[src/rtl/pgb_pkg.sv]
package pgb_pkg;
  localparam int OFF_W = 8;
  localparam logic [OFF_W-1:0] OFF_THR_USE = 8'hE0;
  localparam logic [OFF_W-1:0] OFF_THR_BUS = 8'hE1;
  localparam logic [OFF_W-1:0] OFF_SET_USE = 8'hE2;
  localparam logic [OFF_W-1:0] OFF_SET_BUS = 8'hE3;
  localparam logic [OFF_W-1:0] OFF_SUM_USE = 8'hE4;
  localparam logic [OFF_W-1:0] OFF_SUM_RO0 = 8'hE5;  // fast, slow, very-slow follow in order
  localparam logic [OFF_W-1:0] OFF_MAP     = 8'hFF;

  typedef enum logic [1:0] {
    LT_FAST  = 2'd0,
    LT_SLOW  = 2'd1,
    LT_VSLOW = 2'd2
  } latch_kind_e;
endpackage

[src/rtl/pgb_addr_dec.sv]
module pgb_addr_dec #(
  parameter int ADDR_W = 13,
  parameter int OFF_W = 8,
  parameter logic [ADDR_W-OFF_W-1:0] BCAST_TAG = 5'h13
) (
  input  logic [ADDR_W-1:0]       addr_i,
  input  logic [ADDR_W-OFF_W-2:0] board_id_i,
  output logic                    ind_sel_o,
  output logic                    bc_sel_o,
  output logic [OFF_W-1:0]        off_o
);
  localparam int ID_W = ADDR_W - OFF_W - 1;

  logic id_valid;
  assign id_valid  = (board_id_i != {ID_W{1'b1}});
  assign ind_sel_o = !addr_i[ADDR_W-1] && id_valid &&
                     (addr_i[ADDR_W-2:OFF_W] == board_id_i);
  assign bc_sel_o  = (addr_i[ADDR_W-1:OFF_W] == BCAST_TAG);
  assign off_o     = addr_i[OFF_W-1:0];
endmodule

[src/rtl/pgb_page_bank.sv]
module pgb_page_bank
  import pgb_pkg::*;
#(
  parameter int DATA_W = 8,
  parameter int SUM_PG_W = 3,
  parameter int N_LATCH = 3
) (
  input  logic                           clk_i,
  input  logic                           rst_ni,
  input  logic                           wr_en_i,
  input  logic [OFF_W-1:0]               off_i,
  input  logic [DATA_W-1:0]              wdata_i,
  input  logic [N_LATCH-1:0]             latch_i,
  output logic [DATA_W-1:0]              thr_use_q_o,
  output logic [DATA_W-1:0]              thr_bus_q_o,
  output logic [DATA_W-1:0]              set_use_q_o,
  output logic [DATA_W-1:0]              set_bus_q_o,
  output logic [DATA_W-1:0]              sum_u_q_o,
  output logic [N_LATCH-1:0][DATA_W-1:0] ro_q_o,
  output logic [DATA_W-1:0]              map_q_o
);
  localparam int FRZ_BIT = DATA_W - 1;
  localparam logic [SUM_PG_W-1:0] PG_ONE = {{(SUM_PG_W-1){1'b0}}, 1'b1};

  function automatic logic hit(input logic en, input logic [OFF_W-1:0] a,
                               input logic [OFF_W-1:0] b);
    return en && (a == b);
  endfunction

  always_ff @(posedge clk_i or negedge rst_ni) begin
    if (!rst_ni) begin
      thr_use_q_o <= '0;
      thr_bus_q_o <= '0;
      set_use_q_o <= '0;
      set_bus_q_o <= '0;
      map_q_o     <= '0;
    end else begin
      if (hit(wr_en_i, off_i, OFF_THR_USE)) thr_use_q_o <= wdata_i;
      if (hit(wr_en_i, off_i, OFF_THR_BUS)) thr_bus_q_o <= wdata_i;
      if (hit(wr_en_i, off_i, OFF_SET_USE)) set_use_q_o <= wdata_i;
      if (hit(wr_en_i, off_i, OFF_SET_BUS)) set_bus_q_o <= wdata_i;
      if (hit(wr_en_i, off_i, OFF_MAP))     map_q_o     <= wdata_i;
    end
  end

  // in-use sum page: one advance per latch cycle, however many strobes
  always_ff @(posedge clk_i or negedge rst_ni) begin
    if (!rst_ni) begin
      sum_u_q_o <= '0;
    end else if (hit(wr_en_i, off_i, OFF_SUM_USE)) begin
      sum_u_q_o <= wdata_i;
    end else if (|latch_i) begin
      sum_u_q_o[SUM_PG_W-1:0] <= sum_u_q_o[SUM_PG_W-1:0] + PG_ONE;
    end
  end

  for (genvar k = 0; k < N_LATCH; k++) begin : g_ro
    localparam logic [OFF_W-1:0] MY_OFF = OFF_SUM_RO0 + OFF_W'(k);
    always_ff @(posedge clk_i or negedge rst_ni) begin
      if (!rst_ni) begin
        ro_q_o[k] <= '0;
      end else if (hit(wr_en_i, off_i, MY_OFF)) begin
        ro_q_o[k] <= wdata_i;
      end else if (latch_i[k] && !ro_q_o[k][FRZ_BIT]) begin
        ro_q_o[k][SUM_PG_W-1:0] <= sum_u_q_o[SUM_PG_W-1:0];
      end
    end
  end
endmodule

[src/rtl/pgb_rd_mux.sv]
module pgb_rd_mux
  import pgb_pkg::*;
#(
  parameter int DATA_W = 8,
  parameter int N_LATCH = 3
) (
  input  logic [OFF_W-1:0]               off_i,
  input  logic [DATA_W-1:0]              thr_use_q_i,
  input  logic [DATA_W-1:0]              thr_bus_q_i,
  input  logic [DATA_W-1:0]              set_use_q_i,
  input  logic [DATA_W-1:0]              set_bus_q_i,
  input  logic [DATA_W-1:0]              sum_u_q_i,
  input  logic [N_LATCH-1:0][DATA_W-1:0] ro_q_i,
  input  logic [DATA_W-1:0]              map_q_i,
  output logic [DATA_W-1:0]              data_o
);
  always_comb begin
    data_o = '0;
    unique case (off_i)
      OFF_THR_USE: data_o = thr_use_q_i;
      OFF_THR_BUS: data_o = thr_bus_q_i;
      OFF_SET_USE: data_o = set_use_q_i;
      OFF_SET_BUS: data_o = set_bus_q_i;
      OFF_SUM_USE: data_o = sum_u_q_i;
      OFF_MAP:     data_o = map_q_i;
      default: begin
        for (int k = 0; k < N_LATCH; k++)
          if (off_i == OFF_SUM_RO0 + OFF_W'(k)) data_o = ro_q_i[k];
      end
    endcase
  end
endmodule

[src/rtl/pg_bus_slave.sv]
module pg_bus_slave
  import pgb_pkg::*;
#(
  parameter int ADDR_W = 13,
  parameter int DATA_W = 8,
  parameter int THR_PG_W = 6,
  parameter int SET_PG_W = 3,
  parameter int SUM_PG_W = 3,
  parameter int N_LATCH = 3,
  parameter logic [ADDR_W-OFF_W-1:0] BCAST_TAG = 5'h13,
  localparam int ID_W = ADDR_W - OFF_W - 1
) (
  input  logic                clk_i,
  input  logic                rst_ni,
  input  logic [ID_W-1:0]     board_id_i,
  input  logic [ADDR_W-1:0]   addr_i,
  input  logic [DATA_W-1:0]   wdata_i,
  input  logic                wr_i,
  input  logic                rd_i,
  output logic [DATA_W-1:0]   rdata_o,
  output logic                bus_sel_o,
  output logic                bcast_rd_o,
  input  logic [N_LATCH-1:0]  latch_i,
  output logic [THR_PG_W-1:0] thr_use_pg_o,
  output logic [THR_PG_W-1:0] thr_bus_pg_o,
  output logic [SET_PG_W-1:0] set_use_pg_o,
  output logic [SET_PG_W-1:0] set_bus_pg_o,
  output logic [SUM_PG_W-1:0] sum_use_pg_o,
  output logic [SUM_PG_W-1:0] sum_f_pg_o,
  output logic [SUM_PG_W-1:0] sum_s_pg_o,
  output logic [SUM_PG_W-1:0] sum_v_pg_o,
  output logic                native_map_o
);
  logic                           ind_sel, bc_sel, sel, wr_en;
  logic [OFF_W-1:0]               off;
  logic [DATA_W-1:0]              thr_use_q, thr_bus_q, set_use_q, set_bus_q, sum_u_q, map_q;
  logic [N_LATCH-1:0][DATA_W-1:0] ro_q;
  logic [DATA_W-1:0]              mux_data;

  pgb_addr_dec #(.ADDR_W(ADDR_W), .OFF_W(OFF_W), .BCAST_TAG(BCAST_TAG)) i_dec (
    .addr_i(addr_i), .board_id_i(board_id_i),
    .ind_sel_o(ind_sel), .bc_sel_o(bc_sel), .off_o(off)
  );

  assign sel   = ind_sel | bc_sel;
  assign wr_en = wr_i & sel;

  pgb_page_bank #(.DATA_W(DATA_W), .SUM_PG_W(SUM_PG_W), .N_LATCH(N_LATCH)) i_bank (
    .clk_i(clk_i), .rst_ni(rst_ni), .wr_en_i(wr_en), .off_i(off), .wdata_i(wdata_i),
    .latch_i(latch_i),
    .thr_use_q_o(thr_use_q), .thr_bus_q_o(thr_bus_q),
    .set_use_q_o(set_use_q), .set_bus_q_o(set_bus_q),
    .sum_u_q_o(sum_u_q), .ro_q_o(ro_q), .map_q_o(map_q)
  );

  pgb_rd_mux #(.DATA_W(DATA_W), .N_LATCH(N_LATCH)) i_mux (
    .off_i(off), .thr_use_q_i(thr_use_q), .thr_bus_q_i(thr_bus_q),
    .set_use_q_i(set_use_q), .set_bus_q_i(set_bus_q), .sum_u_q_i(sum_u_q),
    .ro_q_i(ro_q), .map_q_i(map_q), .data_o(mux_data)
  );

  assign rdata_o      = (rd_i && sel) ? mux_data : '0;
  assign bus_sel_o    = sel;
  assign bcast_rd_o   = rd_i && bc_sel;
  assign thr_use_pg_o = thr_use_q[THR_PG_W-1:0];
  assign thr_bus_pg_o = thr_bus_q[THR_PG_W-1:0];
  assign set_use_pg_o = set_use_q[SET_PG_W-1:0];
  assign set_bus_pg_o = set_bus_q[SET_PG_W-1:0];
  assign sum_use_pg_o = sum_u_q[SUM_PG_W-1:0];
  assign sum_f_pg_o   = ro_q[LT_FAST][SUM_PG_W-1:0];
  assign sum_s_pg_o   = ro_q[LT_SLOW][SUM_PG_W-1:0];
  assign sum_v_pg_o   = ro_q[LT_VSLOW][SUM_PG_W-1:0];
  assign native_map_o = map_q[DATA_W-1];
endmodule

[config.mk]
export PLATFORM = sky130hd
export DESIGN_NAME = pg_bus_slave
export DESIGN_NICKNAME = d
export VERILOG_FILES = /design/src/rtl/pgb_pkg.sv /design/src/rtl/pgb_addr_dec.sv /design/src/rtl/pgb_page_bank.sv /design/src/rtl/pgb_rd_mux.sv /design/src/rtl/pg_bus_slave.sv
export SDC_FILE = /design/constraint.sdc
export NUM_CORES = 1
export LEC_CHECK = 0
export ABC_CLOCK_PERIOD_IN_PS = 4700
export CAP_MARGIN = 20
export CORE_MARGIN = 4
export CORE_UTILIZATION = 39
export CTS_CLUSTER_SIZE = 10
export DETAILED_ROUTE_END_ITERATION = 16
export GPL_TIMING_DRIVEN = 1
export HOLD_SLACK_MARGIN = 0.05
export PLACE_DENSITY_LB_ADDON = 0.2
export SLEW_MARGIN = 20
export SYNTH_ARGS = -nofsm -noshare
export SYNTH_HDL_FRONTEND = slang
export SYNTH_SLANG_ARGS = --single-unit
[constraint.sdc]
create_clock -name clk_i -period 4.7 [get_ports clk_i]
set_clock_uncertainty 0.1 [all_clocks]
set_input_delay 0.94 -clock clk_i [delete_from_list [all_inputs] [get_ports clk_i]]
set_output_delay 0.94 -clock clk_i [all_outputs]
set_load 0.01 [all_outputs]
==> impl_metrics.tcl <==
set metrics [dict create \
    status "finished clean" \
    peakVddDrop_mv 0.2387 \
    synth_cell_type_count 47 \
    grt_pass1_wl_um 16900 \
    avgViaCountPerCell 5.384 \
    top_layer "met4" \
    holdPathStages 1 \
    synth-seq-cells 72 \
    synth_seq_area_share_pct 41.73 \
    p_int_w 0.001225 \
    post_drt_wl_per_cell_um 20.66 \
    switching_share_pct 27.55 \
    min_from "i_bank.map_q_o[1]" \
    gp_congestion 0.9791 \
    p_comb_share_pct 25.3 \
    drc 0 \
    dp_hpwl_um 7885 \
    portBuffers 72 \
    relSlewSlack_pct 35.02 \
    max_cap_violations 0 \
    p_total_w 0.001690 \
    clock.fmax_ghz 0.2265 \
    ioPinCount 73 \
    cts_tree "yes" \
    min_period_ns 4.415 \
    dr_wl_met2_um 5356 \
    std_cell_rows 38 \
    die_area_mm2 0.01282 \
    cts_repair_resize_count 0 \
    synth_nets 347 \
    ys_async_sr_fraction_pct 100.0 \
    synthCells 314 \
    drtPass1Iterations 4 \
    r2r_slack_ns 3.15 \
    antenna_found_initial 0 \
    totalNegativeSetupSlack_ns 0 \
    drive_gt1_share_pct 33.24 \
    r2r-end "i_bank.sum_u_q_o[1]" \
    dieHeight_um 113.2 \
    area_delta_synth_final_pct 21.99 \
    switchingPower_w 0.0004656 \
    hold_viol 0 \
    cts_buffer_depth 2 \
    hold_end "i_bank.map_q_o[1]" \
    seqPwrFrac_pct 43.9 \
    pwr_density_cell_mw_per_mm2 320.9 \
    start_util_pct 39.83 \
    power_frac_clock_pct 30.7 \
    grt_max_degree 39 \
    cts_max_level 3 \
    hp-class "reg -> reg" \
    met1_length_um 4765 \
    final_max_slew_viol_count 0 \
    antenna_cells 0 \
    leakage_nw 2.274 \
    hold_buffers 0 \
    cp_max_fo 10 \
    clock-sinks 72 \
    crit_arrival_ns 3.38 \
    setup_viol 0 \
    crit_type "in -> out" \
    reg2reg_from "i_bank.sum_u_q_o[0]" \
    clkTransAtPathRegs_ns 0.09 \
    track_usage_pct 17.34 \
    reg2regPathDepth 3 \
    synth_area_mm2 0.004318 \
    postRouteAntennaNets 0 \
    routed_wl_um 10660 \
    tightest_slew_ns 0.9674 \
    root_buffer "clkbuf_8" \
    cts_setup_buffers 0 \
    dr_wl_met3_um 369 \
    syn_area_per_cell_um2 13.75 \
    drtIter0Drc 166 \
    cts-buffers-inserted 9 \
    endpoint_kind "output port" \
    clkLatencyLatePin_ns 0.35 \
    die_w_um 113.2 \
    synth_top_flop_cell "dfrtp_1" \
    worst-endpoint-required_ns 3.66 \
    rsz0062_at_grt "false" \
    overflow 0 \
    grt_pass1_vias 2967 \
    yosysWarnings 0 \
    vias 2778 \
    fin_nets 404 \
    coreArea_mm2 0.01084 \
    final.period_utilization_pct 93.95 \
    synth_edf_count 0 \
    start_kind "input port" \
]
-- metal layers --
layer  GRT usage, %  up-vias
li1               -     1259
met1          23.11     1443
met2          28.95       67
met3          3.369        9
met4          4.728        0
met5              0        -
-- kinds of logic after synthesis --
family,synth area share (%)
muxes,33.35
DFF,41.73
and+or+nand+nor,9.823
buffers and inverters,6.549
AOI/OAI and AO/OA,7.447
xor gates and xnor gates,0.8113
adders and majority gates,0.2897
-- area by class of cell --
class	instances	area, um2
Fill cell	942	5573
Inverter	1	3.754
Clock buffer	11	151.4
Multi-Input combinational cell	199	2237
Sequential cell	72	1802
Timing Repair Buffer	88	835.8
Clock inverter	5	62.56
Tap cell	140	175.2
-- flip-flops by register name, summed over array words and instances, names as in the netlist --
| name | flops |
|---|---|
| i_bank.map_q_o | 8 |
| i_bank.ro_q_o | 24 |
| i_bank.set_use_q_o | 8 |
| i_bank.sum_u_q_o | 8 |
| i_bank.thr_bus_q_o | 8 |
| i_bank.set_bus_q_o | 8 |
| i_bank.thr_use_q_o | 8 |
-- cells in the mapped netlist, types with 2 or more instances --
library cell,n,area (um2)
a211oi_1,3,22.52
a21oi_1,4,20.02
a221oi_1,2,17.52
a22oi_1,11,82.58
a311oi_1,2,17.52
and2_1,4,25.02
and3_1,4,25.02
buf_1,7,26.28
buf_4,30,225.2
clkbuf_1,3,11.26
dfrtp_1,72,1802
mux2_1,15,168.9
mux2_2,10,112.6
mux2_4,64,960.9
mux2i_1,4,40.04
mux4_2,7,157.7
nand2_1,6,22.52
nand2b_1,4,25.02
nand3_1,3,15.01
nor2_1,8,30.03
nor2b_1,4,25.02
nor3_1,3,15.01
nor3b_1,2,15.01
nor4_4,7,148.9
o21a_1,5,37.54
o21ai_0,4,20.02
o31ai_1,2,15.01
or4_1,2,15.01
xnor2_1,4,35.03
-- critical path, stage by stage --
cell and delay [ns]:
clkdlybuf4s50_1 0.60, and2_1 0.20, nand4_1 0.17, a21o_1 0.31
o21a_1 0.16, a311oi_1 0.38, clkdlybuf4s50_1 0.61
-- per-stage QoR --
stage / instances / hold WS [ns] / worst slack, ns / util, % / cell area [um2]
after floorplan: 314 / 0.3588 / 1.368 / - / 4318
after global placement: 500 / 0.3886 / 0.3645 / 46.62 / 5054
after detailed placement: 500 / 0.3858 / 0.3289 / 46.62 / 5054
after CTS: 516 / 0.4046 / 0.3059 / 48.59 / 5268
after global routing: 516 / 0.4178 / 0.1894 / 48.59 / 5268
final: 516 / 0.4024 / 0.2845 / 48.59 / 5268
-- cells in the final DEF, fill, tap and decap left out, types with 4 or more instances in the layout --
cell type	instances
clkdlybuf4s50_1	71
nand2_1	6
mux4_2	7
nor4_4	7
nor2_1	8
clkbuf_8	11
nor2b_1	4
a22oi_1	11
and3_1	4
mux2_1	15
o21a_1	5
mux2_4	64
buf_4	16
mux2_2	10
o21ai_0	4
nand2b_1	4
xnor2_1	4
dfrtp_1	72
mux2i_1	4
and2_1	4
-- worst max path at each step --
stage          startpoint    endpoint  slack (ns)  cells past startpoint
2_1_floorplan   addr_i[0]  rdata_o[5]        1.37                      4
3_3_place_gp    addr_i[0]  rdata_o[7]        0.36                      8
3_5_place_dp    addr_i[0]  rdata_o[3]        0.33                      7
4_1_cts         addr_i[0]  rdata_o[3]        0.31                      7
5_1_grt         addr_i[0]  rdata_o[3]        0.19                      7
6_report        addr_i[0]  rdata_o[3]        0.28                      7
-- power by group through the flow --
stage	combinational [W]	clock, W	sequential [W]
6_report	0.000428	0.000520	0.000743
3_5_place_dp	0.000433	0	0.000755
2_1_floorplan	0.000314	0	0.000726
5_1_grt	0.000464	0.000563	0.000754
4_1_cts	0.000434	0.000531	0.000743
3_3_place_gp	0.000420	0	0.000756
(Power assumes the default switching activity.)
